File: src/rtl/xcg_pkg.sv
package xcg_pkg;

  localparam int unsigned EN_BIT   = 0;
  localparam int unsigned BADW_BIT = 1;
  localparam int unsigned PD_BIT   = 3;

  typedef enum logic [1:0] {
    KIND_XIP_RD = 2'd0,
    KIND_WRITE  = 2'd1,
    KIND_SRAM   = 2'd2,
    KIND_RSVD   = 2'd3
  } acc_kind_e;

  typedef enum logic [2:0] {
    RT_FLASH,
    RT_LOOKUP_RD,
    RT_LOOKUP_WR,
    RT_SRAM,
    RT_FAULT,
    RT_DONE
  } route_e;

  typedef enum logic [2:0] {
    ST_IDLE,
    ST_TAG_REQ,
    ST_TAG_WAIT,
    ST_FLASH,
    ST_CACHE,
    ST_DEALLOC,
    ST_SRAM,
    ST_RESP
  } gate_state_e;

  typedef struct packed {
    logic enable;
    logic bad_wr_fault;
    logic power_dn;
  } cfg_t;

endpackage

File: src/rtl/xcg_ctrl_reg.sv
module xcg_ctrl_reg
  import xcg_pkg::*;
#(
  parameter int unsigned CFG_W    = 32,
  parameter bit          RST_EN   = 1'b1,
  parameter bit          RST_BADW = 1'b1
) (
  input  logic             clk,
  input  logic             rst_n,
  input  logic             we,
  input  logic [CFG_W-1:0] wdata,
  output cfg_t             cfg,
  output logic [CFG_W-1:0] rdata
);

  cfg_t cfg_q;

  // Power-down takes priority: enable can only be stored while bit 3 is clear.
  always_ff @(posedge clk or negedge rst_n) begin
    if (!rst_n) begin
      cfg_q.enable       <= RST_EN;
      cfg_q.bad_wr_fault <= RST_BADW;
      cfg_q.power_dn     <= 1'b0;
    end else if (we) begin
      cfg_q.enable       <= wdata[EN_BIT] & ~wdata[PD_BIT];
      cfg_q.bad_wr_fault <= wdata[BADW_BIT];
      cfg_q.power_dn     <= wdata[PD_BIT];
    end
  end

  always_comb begin
    rdata           = '0;
    rdata[EN_BIT]   = cfg_q.enable;
    rdata[BADW_BIT] = cfg_q.bad_wr_fault;
    rdata[PD_BIT]   = cfg_q.power_dn;
  end

  assign cfg = cfg_q;

endmodule

File: src/rtl/xcg_router.sv
module xcg_router
  import xcg_pkg::*;
#(
  parameter int unsigned ALIAS_W = 2
) (
  input  logic [1:0]         kind,
  input  logic [ALIAS_W-1:0] alias_sel,
  input  cfg_t               cfg,
  output route_e             route
);

  localparam logic [ALIAS_W-1:0] ALLOC_ALIAS = '0;

  always_comb begin
    route = RT_FAULT;
    unique case (acc_kind_e'(kind))
      KIND_XIP_RD: route = cfg.enable ? RT_LOOKUP_RD : RT_FLASH;
      KIND_WRITE: begin
        if (alias_sel == ALLOC_ALIAS)
          route = cfg.power_dn ? RT_DONE : RT_LOOKUP_WR;
        else
          route = cfg.bad_wr_fault ? RT_FAULT : RT_DONE;
      end
      KIND_SRAM:  route = (cfg.enable || cfg.power_dn) ? RT_FAULT : RT_SRAM;
      KIND_RSVD:  route = RT_FAULT;
      default:    route = RT_FAULT;
    endcase
  end

endmodule

File: src/rtl/xcg_seq.sv
module xcg_seq
  import xcg_pkg::*;
(
  input  logic   clk,
  input  logic   rst_n,
  input  logic   acc_valid,
  output logic   acc_ready,
  input  route_e route,
  output logic   tag_req_valid,
  input  logic   tag_req_ready,
  input  logic   tag_rsp_valid,
  input  logic   tag_hit,
  input  logic   tag_line_valid,
  output logic   flash_req_valid,
  input  logic   flash_req_ready,
  output logic   flash_alloc,
  output logic   cache_rd_valid,
  input  logic   cache_rd_ready,
  output logic   dealloc_valid,
  input  logic   dealloc_ready,
  output logic   sram_req_valid,
  input  logic   sram_req_ready,
  output logic   resp_valid,
  output logic   resp_err
);

  gate_state_e state_q, state_d;
  logic        alloc_q, alloc_d;
  logic        err_q, err_d;
  logic        wr_q, wr_d;
  logic        good_hit;

  assign good_hit = tag_hit & tag_line_valid;

  always_comb begin
    state_d = state_q;
    alloc_d = alloc_q;
    err_d   = err_q;
    wr_d    = wr_q;
    unique case (state_q)
      ST_IDLE: begin
        if (acc_valid) begin
          alloc_d = 1'b0;
          err_d   = 1'b0;
          wr_d    = 1'b0;
          unique case (route)
            RT_FLASH:     state_d = ST_FLASH;
            RT_LOOKUP_RD: state_d = ST_TAG_REQ;
            RT_LOOKUP_WR: begin
              state_d = ST_TAG_REQ;
              wr_d    = 1'b1;
            end
            RT_SRAM:      state_d = ST_SRAM;
            RT_FAULT: begin
              state_d = ST_RESP;
              err_d   = 1'b1;
            end
            RT_DONE:      state_d = ST_RESP;
            default: begin
              state_d = ST_RESP;
              err_d   = 1'b1;
            end
          endcase
        end
      end
      ST_TAG_REQ:  if (tag_req_ready) state_d = ST_TAG_WAIT;
      ST_TAG_WAIT: begin
        if (tag_rsp_valid) begin
          if (good_hit) begin
            state_d = wr_q ? ST_DEALLOC : ST_CACHE;
          end else if (wr_q) begin
            state_d = ST_RESP;
          end else begin
            state_d = ST_FLASH;
            alloc_d = 1'b1;
          end
        end
      end
      ST_FLASH:    if (flash_req_ready) state_d = ST_RESP;
      ST_CACHE:    if (cache_rd_ready)  state_d = ST_RESP;
      ST_DEALLOC:  if (dealloc_ready)   state_d = ST_RESP;
      ST_SRAM:     if (sram_req_ready)  state_d = ST_RESP;
      ST_RESP:     state_d = ST_IDLE;
      default:     state_d = ST_IDLE;
    endcase
  end

  always_ff @(posedge clk or negedge rst_n) begin
    if (!rst_n) begin
      state_q <= ST_IDLE;
      alloc_q <= 1'b0;
      err_q   <= 1'b0;
      wr_q    <= 1'b0;
    end else begin
      state_q <= state_d;
      alloc_q <= alloc_d;
      err_q   <= err_d;
      wr_q    <= wr_d;
    end
  end

  assign acc_ready       = (state_q == ST_IDLE);
  assign tag_req_valid   = (state_q == ST_TAG_REQ);
  assign flash_req_valid = (state_q == ST_FLASH);
  assign flash_alloc     = (state_q == ST_FLASH) & alloc_q;
  assign cache_rd_valid  = (state_q == ST_CACHE);
  assign dealloc_valid   = (state_q == ST_DEALLOC);
  assign sram_req_valid  = (state_q == ST_SRAM);
  assign resp_valid      = (state_q == ST_RESP);
  assign resp_err        = (state_q == ST_RESP) & err_q;

endmodule

File: src/rtl/xcg_gate.sv
module xcg_gate
  import xcg_pkg::*;
#(
  parameter int unsigned ALIAS_W = 2,
  parameter int unsigned CFG_W   = 32
) (
  input  logic               clk,
  input  logic               rst_n,
  input  logic               cfg_we,
  input  logic [CFG_W-1:0]   cfg_wdata,
  output logic [CFG_W-1:0]   cfg_rdata,
  input  logic               acc_valid,
  output logic               acc_ready,
  input  logic [1:0]         acc_kind,
  input  logic [ALIAS_W-1:0] acc_alias,
  output logic               tag_req_valid,
  input  logic               tag_req_ready,
  input  logic               tag_rsp_valid,
  input  logic               tag_hit,
  input  logic               tag_line_valid,
  output logic               flash_req_valid,
  input  logic               flash_req_ready,
  output logic               flash_alloc,
  output logic               cache_rd_valid,
  input  logic               cache_rd_ready,
  output logic               dealloc_valid,
  input  logic               dealloc_ready,
  output logic               sram_req_valid,
  input  logic               sram_req_ready,
  output logic               resp_valid,
  output logic               resp_err
);

  cfg_t   cfg;
  route_e route;

  xcg_ctrl_reg #(.CFG_W(CFG_W)) ctrl_i (
    .clk   (clk),
    .rst_n (rst_n),
    .we    (cfg_we),
    .wdata (cfg_wdata),
    .cfg   (cfg),
    .rdata (cfg_rdata)
  );

  xcg_router #(.ALIAS_W(ALIAS_W)) router_i (
    .kind      (acc_kind),
    .alias_sel (acc_alias),
    .cfg       (cfg),
    .route     (route)
  );

  xcg_seq seq_i (
    .clk             (clk),
    .rst_n           (rst_n),
    .acc_valid       (acc_valid),
    .acc_ready       (acc_ready),
    .route           (route),
    .tag_req_valid   (tag_req_valid),
    .tag_req_ready   (tag_req_ready),
    .tag_rsp_valid   (tag_rsp_valid),
    .tag_hit         (tag_hit),
    .tag_line_valid  (tag_line_valid),
    .flash_req_valid (flash_req_valid),
    .flash_req_ready (flash_req_ready),
    .flash_alloc     (flash_alloc),
    .cache_rd_valid  (cache_rd_valid),
    .cache_rd_ready  (cache_rd_ready),
    .dealloc_valid   (dealloc_valid),
    .dealloc_ready   (dealloc_ready),
    .sram_req_valid  (sram_req_valid),
    .sram_req_ready  (sram_req_ready),
    .resp_valid      (resp_valid),
    .resp_err        (resp_err)
  );

endmodule

File: config.mk
export PLATFORM = sky130hd
export DESIGN_NAME = xcg_gate
export DESIGN_NICKNAME = d
export VERILOG_FILES = /design/src/rtl/xcg_pkg.sv /design/src/rtl/xcg_ctrl_reg.sv /design/src/rtl/xcg_router.sv /design/src/rtl/xcg_seq.sv /design/src/rtl/xcg_gate.sv
export SDC_FILE = /design/constraint.sdc
export NUM_CORES = 1
export LEC_CHECK = 0
export BUFFER_PORTS_ARGS = -buffer_cell sky130_fd_sc_hd__buf_2
export CAP_MARGIN = 20
export CORE_MARGIN = 2
export CORE_UTILIZATION = 35
export DETAILED_ROUTE_END_ITERATION = 6
export PLACE_DENSITY = 0.87
export SYNTH_ARGS = -nofsm -noshare
export SYNTH_HDL_FRONTEND = slang
export SYNTH_SLANG_ARGS = --single-unit
File: constraint.sdc
create_clock -name clk -period 2.07 [get_ports clk]
set_clock_uncertainty 0.15 [all_clocks]
set_input_delay 0.207 -clock clk [delete_from_list [all_inputs] [get_ports clk]]
set_output_delay 0.207 -clock clk [all_outputs]
set_load 0.02 [all_outputs]
==> results of run 1 <==
==> power groups by stage <==
stage	Clock, W	Combinational (W)	Sequential, W
after global routing	0.000150	0.000571	0.000369
after CTS	0.000144	0.000524	0.000351
after global placement	0	0.000508	0.000352
final	0.000135	0.000517	0.000353
after detailed placement	0	0.000520	0.000353
after floorplan	0	0.000512	0.000283
==> layer usage <==
| metal | track usage, % | vias up |
|---|---|---|
| li1 | - | 342 |
| met1 | 16.1 | 303 |
| met2 | 19.2 | 51 |
| met3 | 2.54 | 0 |
| met4 | 5.13 | 0 |
| met5 | 0 | - |
==> logic make-up after synthesis <==
group / count (synthesis) / share of synthesized area, %
and+or+nand+nor: 33 / 21.2
muxes: 8 / 9.93
xor gates and xnor gates: 1 / 1.04
DFF: 9 / 27.0
AOI/OAI and AO/OA: 12 / 10.8
buffers and inverters: 35 / 29.6
other: 1 / 0.444
==> stage by stage <==
| stage | hold WS [ns] | std cells | util (%) |
|---|---|---|---|
| 2_1_floorplan | -0.239 | 127 | - |
| 3_3_place_gp | -0.0809 | 153 | 39.7 |
| 3_5_place_dp | -0.0718 | 153 | 39.7 |
| 4_1_cts | 0.00429 | 158 | 41.3 |
| 5_1_grt | 0.0158 | 158 | 41.3 |
| 6_report | 0.00860 | 158 | 41.3 |
==> timing repair <==
action | 4_1_cts | 5_1_grt
hold endpoints to repair | 9 | 0
resized for setup | 0 | 0
hold buffers | 1 | 0
==> final cells by class <==
type                       instances  area share, %
multi-input combinational         83           50.6
sequential                         9           24.4
timing repair buffer              31           17.2
tap                               28           3.76
clock buffer                       4           2.82
inverter                           3           1.21
==> synth_stat cells <==
cell | count | area [um2]
nor3b_1 | 1 | 7.51
dfstp_2 | 2 | 52.6
nand2_1 | 6 | 22.5
a22o_1 | 1 | 8.76
a2111oi_0 | 1 | 8.76
and4b_1 | 1 | 10.0
o22ai_1 | 1 | 6.26
o21ai_0 | 3 | 15.0
nand3b_1 | 2 | 15.0
o22a_1 | 1 | 8.76
o21a_1 | 1 | 7.51
nor4_1 | 2 | 12.5
a211oi_1 | 1 | 7.51
mux2_1 | 1 | 11.3
xnor2_1 | 1 | 8.76
buf_4 | 29 | 218
and3_1 | 1 | 6.26
dfrtp_1 | 7 | 175
nor2b_1 | 4 | 25.0
o21ai_1 | 1 | 5.00
nor4b_1 | 1 | 8.76
nand2b_1 | 1 | 6.26
o21bai_1 | 1 | 7.51
and2_1 | 3 | 18.8
mux2i_1 | 5 | 50.1
nor3_1 | 4 | 20.0
nor2_1 | 7 | 26.3
mux2_2 | 2 | 22.5
conb_1 | 1 | 3.75
buf_6 | 1 | 11.3
inv_1 | 3 | 11.3
buf_2 | 2 | 10.0
a32oi_2 | 1 | 16.3
==> worst max-delay path: cells and delay by family (launching register included) <==
| kind | cells | cell delay [ns] |
|---|---|---|
| buffers and inverters | 2 | 0.30 |
| and+or+nand+nor | 2 | 0.43 |
| DFF | 1 | 0.61 |
==> registers in the layout, summed over array words and instances (netlist names) <==
name,flops
seq_i.alloc_q,1
seq_i.state_q,3
ctrl_i.cfg,3
seq_i.wr_q,1
seq_i.err_q,1
==> worst paths after layout <==
kind                                  start                to  slack (ns)  depth (start not counted)
hold / removal                       cfg_we     ctrl_i.cfg[2]       0.009                          2
max in group asynchronous             rst_n     ctrl_i.cfg[2]        1.34                          2
setup reg to reg           seq_i.state_q[2]  seq_i.state_q[0]        0.31                          4
min in group asynchronous             rst_n     ctrl_i.cfg[0]        0.18                          2
hold reg to reg                 seq_i.err_q       seq_i.err_q        0.34                          2
setup / recovery           seq_i.state_q[2]          resp_err        0.13                          4
==> key figures, run 1 <==
Power and ir drop
  – Gate power share: about half
  – Static leakage: approximately 0.50 nW
  – Worst vdd ir: 530 uV
  – Power Total: about 0.001 W
  – Sequential share of power: 35.1%
  – Internal: approximately 0.00053 W
  – Psw: roughly 0.00048 W
  – Net Sw Frac: a little under half
  – PwrDens: around 1100 nW/um2
  – Clock network power share: a little over an eighth

Synthesis
  – Synth warn: 0
  – Seq/Total Area, Yosys: a little over a quarter
  – Area of the mapped netlist: ~840 um2
  – Syn Area/Cell: roughly 8.5 um2
  – Yosys cell types: 33
  – #FFs+latches synth: 9
  – Mapped Cells: 99

Clock tree
  – Root Driver: clkbuf_4
  – H-tree Lvls: 1
  – Clk sinks: 9
  – Worst-skew pair later-pin latency: around 0.26 ns
  – Total CTS buffers: 3
  – CTS Buffer Depth: 2
  – CTS tree: yes
  – Clock transition at path regs: ~0.06 ns
  – Post-CTS Setup Repair Bufs: 0

Floorplanning
  – Chip width: between 50 and 60 um
  – Die ar.: ~2800 um2
  – Die Span Y: 53.1 um
  – Site Rows: 17
  – Initial Util: a little under two fifths
  – IO Count: 89
  – Core ar.: about 2300 um2

Layout
  – Most frequent cells in the layout: 30 x buf_2, 29 x conb_1, 7 x nor2_1, 7 x dfrtp_1, 6 x nand2_1
  – N_diodes: 0
  – Share of layout cells above drive strength 1: between 20% and 30%
  – Area occupied by multi-input gates: between 400 and 500 um2
  – Sequential cell area: between 200 and 250 um2
  – Synth-to-Final Area Change: 10.4%
  – Fill cells: 241
  – NumNets Final: between 150 and 200
  – Most common cell after layout, fill and taps aside: buf_2
  – Fin area: slightly above 900 um2

Status
  – Status: completed

STA
  – Unrepaired setup endpoints after global routing: false
  – Tcrit/Tclk final: 93.7%
  – Setup ws final: 0.129 ns
  – Endpoints failing setup: 0
  – Final Hold Fails: 0
  – Post-route minimum period: between 1.5 and 2 ns
  – TNS Setup: 0 ns
  – Slew Limit Fails: 0
  – Peak Freq: 0.515 GHz

Route
  – Via count: approximately 700
  – Antenna Nets Post-Route: 0
  – WL met1: between 700 and 800 um
  – Routed vias/inst: ~4.4
  – Routed Wire Length: between 1.5 and 2 mm
  – Routed wl met3: about 200 um
  – Iteration-0 DRC count of the detailed router: 15
  – Routed wl met2: ~700 um
  – Routed length per instance: roughly 10 um
  – DRC: 0
  – DRT Pass-1 Iters: 5
  – DR top layer: met3

Setup path
  – CP Max Fanout: 13
  – Critical Path Source Type: register
  – Crit Path Class: reg -> out
  – CP arrival: 1.58 ns
  – CP max stage delay: slightly above 0.6 ns
  – Critical Path RT: 1.71 ns
  – Critical Path End Type: output pin
  – Slowest-stage cell, CP: dfrtp_1
  – Critical path, cell by cell: inv_1, nor2_1, and2_1, buf_2

Placement
  – GPL Wtd Cong: 0.732
  – Buffers added on ports: 30
  – HPWL Detailed: between 1 and 1.5 mm
  – Dpl ws: 0.297 ns
  – Placed instance area: roughly 900 um2

Job
  – Max-Cap Viols: 0

GRT
  – First-pass GRT wire length: approximately 2.5 mm
  – Largest net degree at the start of global routing: 14
  – GRT Total Usage: between 10% and 20%
  – Number of global-route vias before repair: roughly 580
  – Gr ovfl total: 0
  – Initial antenna violation count: 0

Min path
  – Hold Path Class: in -> reg
No activity file was read; power rests on OpenSTA's default activity.
==> run 2: changes to the inputs <==
--- a/config.mk
+++ b/config.mk
@@ -10,7 +10,7 @@
 export CORE_MARGIN = 2
 export CORE_UTILIZATION = 35
 export DETAILED_ROUTE_END_ITERATION = 6
-export PLACE_DENSITY = 0.87
+export PLACE_DENSITY = 0.81
 export SYNTH_ARGS = -nofsm -noshare
 export SYNTH_HDL_FRONTEND = slang
 export SYNTH_SLANG_ARGS = --single-unit
==> run 2 against run 1 <==
  * Register-to-register slack better by 0.07 ns
  * Clock power about the same
  * Worst setup slack worse by 0.033 ns
  * Flip-flop and latch count unchanged
  * Via count up 2.6%
  * Sequential power about the same
  * Wire length down 0.55%
  * Total power grew 0.31%
  * Core utilization up 0.55 points
  * Count of clock-buffer cells in the layout unchanged
  * Sequential share of layout area shrank 0.059 points
  * Final area is 1.3% higher
  * Critical endpoint unchanged
  * Largest cell class unchanged
  * Largest power group unchanged
==> key figures, run 2 (same netlist as run 1, synthesis figures left out) <==
Status
  – Status: completed (unchanged)

Placement
  – Buffers added on ports: 30 (unchanged)
  – HPWL Detailed: 1.24 mm (was 1.31 mm)
  – GPL Wtd Cong: 0.754 (was 0.732)

STA
  – Post-route minimum period: 1.97 ns (was 1.94 ns)
  – TNS Setup: 0 ns (unchanged)
  – Peak Freq: 0.507 GHz (was 0.515 GHz)
  – Slew Limit Fails: 0 (unchanged)
  – Unrepaired setup endpoints after global routing: false (unchanged)
  – Tcrit/Tclk final: 95.3% (was 93.7%)
  – Hold WS: 0.0348 ns (was 0.00860 ns)
  – Endpoints failing setup: 0 (unchanged)
  – Final Hold Fails: 0 (unchanged)

Power and ir drop
  – Worst vdd ir: 675 uV (was 530 uV)
  – Static leakage: 0.505 nW (was 0.503 nW)
  – PwrDens: 1070 nW/um2 (was 1080 nW/um2)

Setup path
  – CP Max Fanout: 13 (unchanged)
  – Critical Path Source Type: register (unchanged)
  – CP arrival: 1.62 ns (was 1.58 ns)
  – Critical Path End Type: output pin (unchanged)
  – Critical Path RT: 1.71 ns (about the same)
  – Crit Path Class: reg -> out (unchanged)

Clock tree
  – Total CTS buffers: 3 (unchanged)
  – Clk sinks: 9 (unchanged)
  – CTS tree: yes (unchanged)
  – CTS Buffer Depth: 2 (unchanged)
  – H-tree Lvls: 1 (unchanged)
  – Worst-skew pair later-pin latency: 0.26 ns (about the same)
  – Root Driver: clkbuf_4 (unchanged)
  – Clock transition at path regs: 0.06 ns (about the same)

Layout
  – Synth-to-Final Area Change: 11.9% (was 10.4%)
  – N_diodes: 0 (unchanged)
  – Most frequent cells in the layout: 30 x buf_2, 29 x conb_1, 7 x nor2_1 (was 30 x buf_2, 29 x conb_1, 7 x nor2_1, 7 x dfrtp_1, 6 x nand2_1)
  – Most common cell after layout, fill and taps aside: buf_2 (unchanged)
  – Share of layout cells above drive strength 1: 30.5% (was 29.2%)
  – NumNets Final: 180 (was 179)

Route
  – DRT Pass-1 Iters: 4 (was 5)
  – Iteration-0 DRC count of the detailed router: 22 (was 15)
  – Via count: 714 (was 696)
  – Routed vias/inst: 4.49 (was 4.41)
  – DRC: 0 (unchanged)
  – Routed Wire Length: 1.62 mm (was 1.63 mm)
  – Antenna Nets Post-Route: 0 (unchanged)
  – Routed length per instance: 10.2 um (was 10.3 um)

Floorplanning
  – Core ar.: 2250 um2 (unchanged)
  – Site Rows: 17 (unchanged)
  – Initial Util: 37.5% (unchanged)
  – Die Span Y: 53.1 um (unchanged)
  – IO Count: 89 (unchanged)
  – Die ar.: 2820 um2 (unchanged)
  – Chip width: 53.1 um (unchanged)

GRT
  – GRT Total Usage: 12.6% (was 12.2%)
  – Gr ovfl total: 0 (unchanged)
  – Initial antenna violation count: 0 (unchanged)
  – Number of global-route vias before repair: 565 (was 576)
  – First-pass GRT wire length: 2.49 mm (was 2.53 mm)
  – Largest net degree at the start of global routing: 14 (unchanged)

Min path
  – Hold Path Class: in -> reg (unchanged)

Job
  – Max-Cap Viols: 0 (unchanged)
==> run 2: cell count changes in the layout (fill, tap and decap cells not counted) <==
cell	change
dlygate4sd3_1	+1
dfrtp_2	+2
dfrtp_1	-2
==> run 2: worst max-delay path, stage by stage, from the launching register on <==
cell and delay, ns:
dfrtp_1 0.60, inv_1 0.14, nor2_1 0.29, and2_1 0.18
buf_2 0.16
==> run 2: stage by stage <==
step | setup slack, ns | instances | cell area (um2) | utilization, % | power, W
after floorplan | 0.229 | 127 | 950 | - | 0.000795
after global placement | 0.410 | 153 | 896 | 39.7 | 0.000852
after detailed placement | 0.369 | 153 | 896 | 39.7 | 0.000868
after CTS | 0.121 | 159 | 942 | 41.8 | 0.00101
after global routing | 0.0156 | 159 | 945 | 41.9 | 0.00110
final | 0.0964 | 159 | 945 | 41.9 | 0.00101
==> run 2: area by class of cell <==
type	count	area, um2
repair buffers	32	170
flip-flops and latches	9	230
inverters	3	11.3
fillers	237	1310
clock buffers	4	26.3
multi-input cells	83	472
well taps	28	35.0
==> run 2: report_power, final <==
part / internal, W / switching, W / leakage, nW
Clock: 0.0000743 / 0.0000610 / 0.0150
Combinational: 0.000219 / 0.000298 / 0.388
Sequential: 0.000239 / 0.000118 / 0.102
Total: 0.000532 / 0.000476 / 0.505
==> run 2: metal layers <==
metal	global-route usage (%)	vias up	wire (um)
met4	6.41	0	31
met1	15.8	304	676
li1	-	344	-
met2	19.4	62	676
met3	3.95	4	235
met5	0	-	0
==> run 2: path summary, 6_finish.rpt <==
kind                                   from               end  slack [ns]  depth (start not counted)
max in group asynchronous             rst_n     ctrl_i.cfg[1]        1.36                          2
max                        seq_i.state_q[2]          resp_err         0.1                          4
max reg2reg                seq_i.state_q[2]  seq_i.state_q[0]        0.38                          4
min in group asynchronous             rst_n       seq_i.err_q        0.16                          2
min                            cfg_wdata[0]     ctrl_i.cfg[2]        0.03                          3
min reg2reg                     seq_i.err_q       seq_i.err_q        0.34                          2
==> run 2: repair_timing <==
action                                 in CTS  in global routing
gates resized for setup                     0                  2
hold buffers                                2                  0
endpoints found under the hold margin      10                  0
setup endpoints to repair                   0                  1
setup buffers                               0                  0
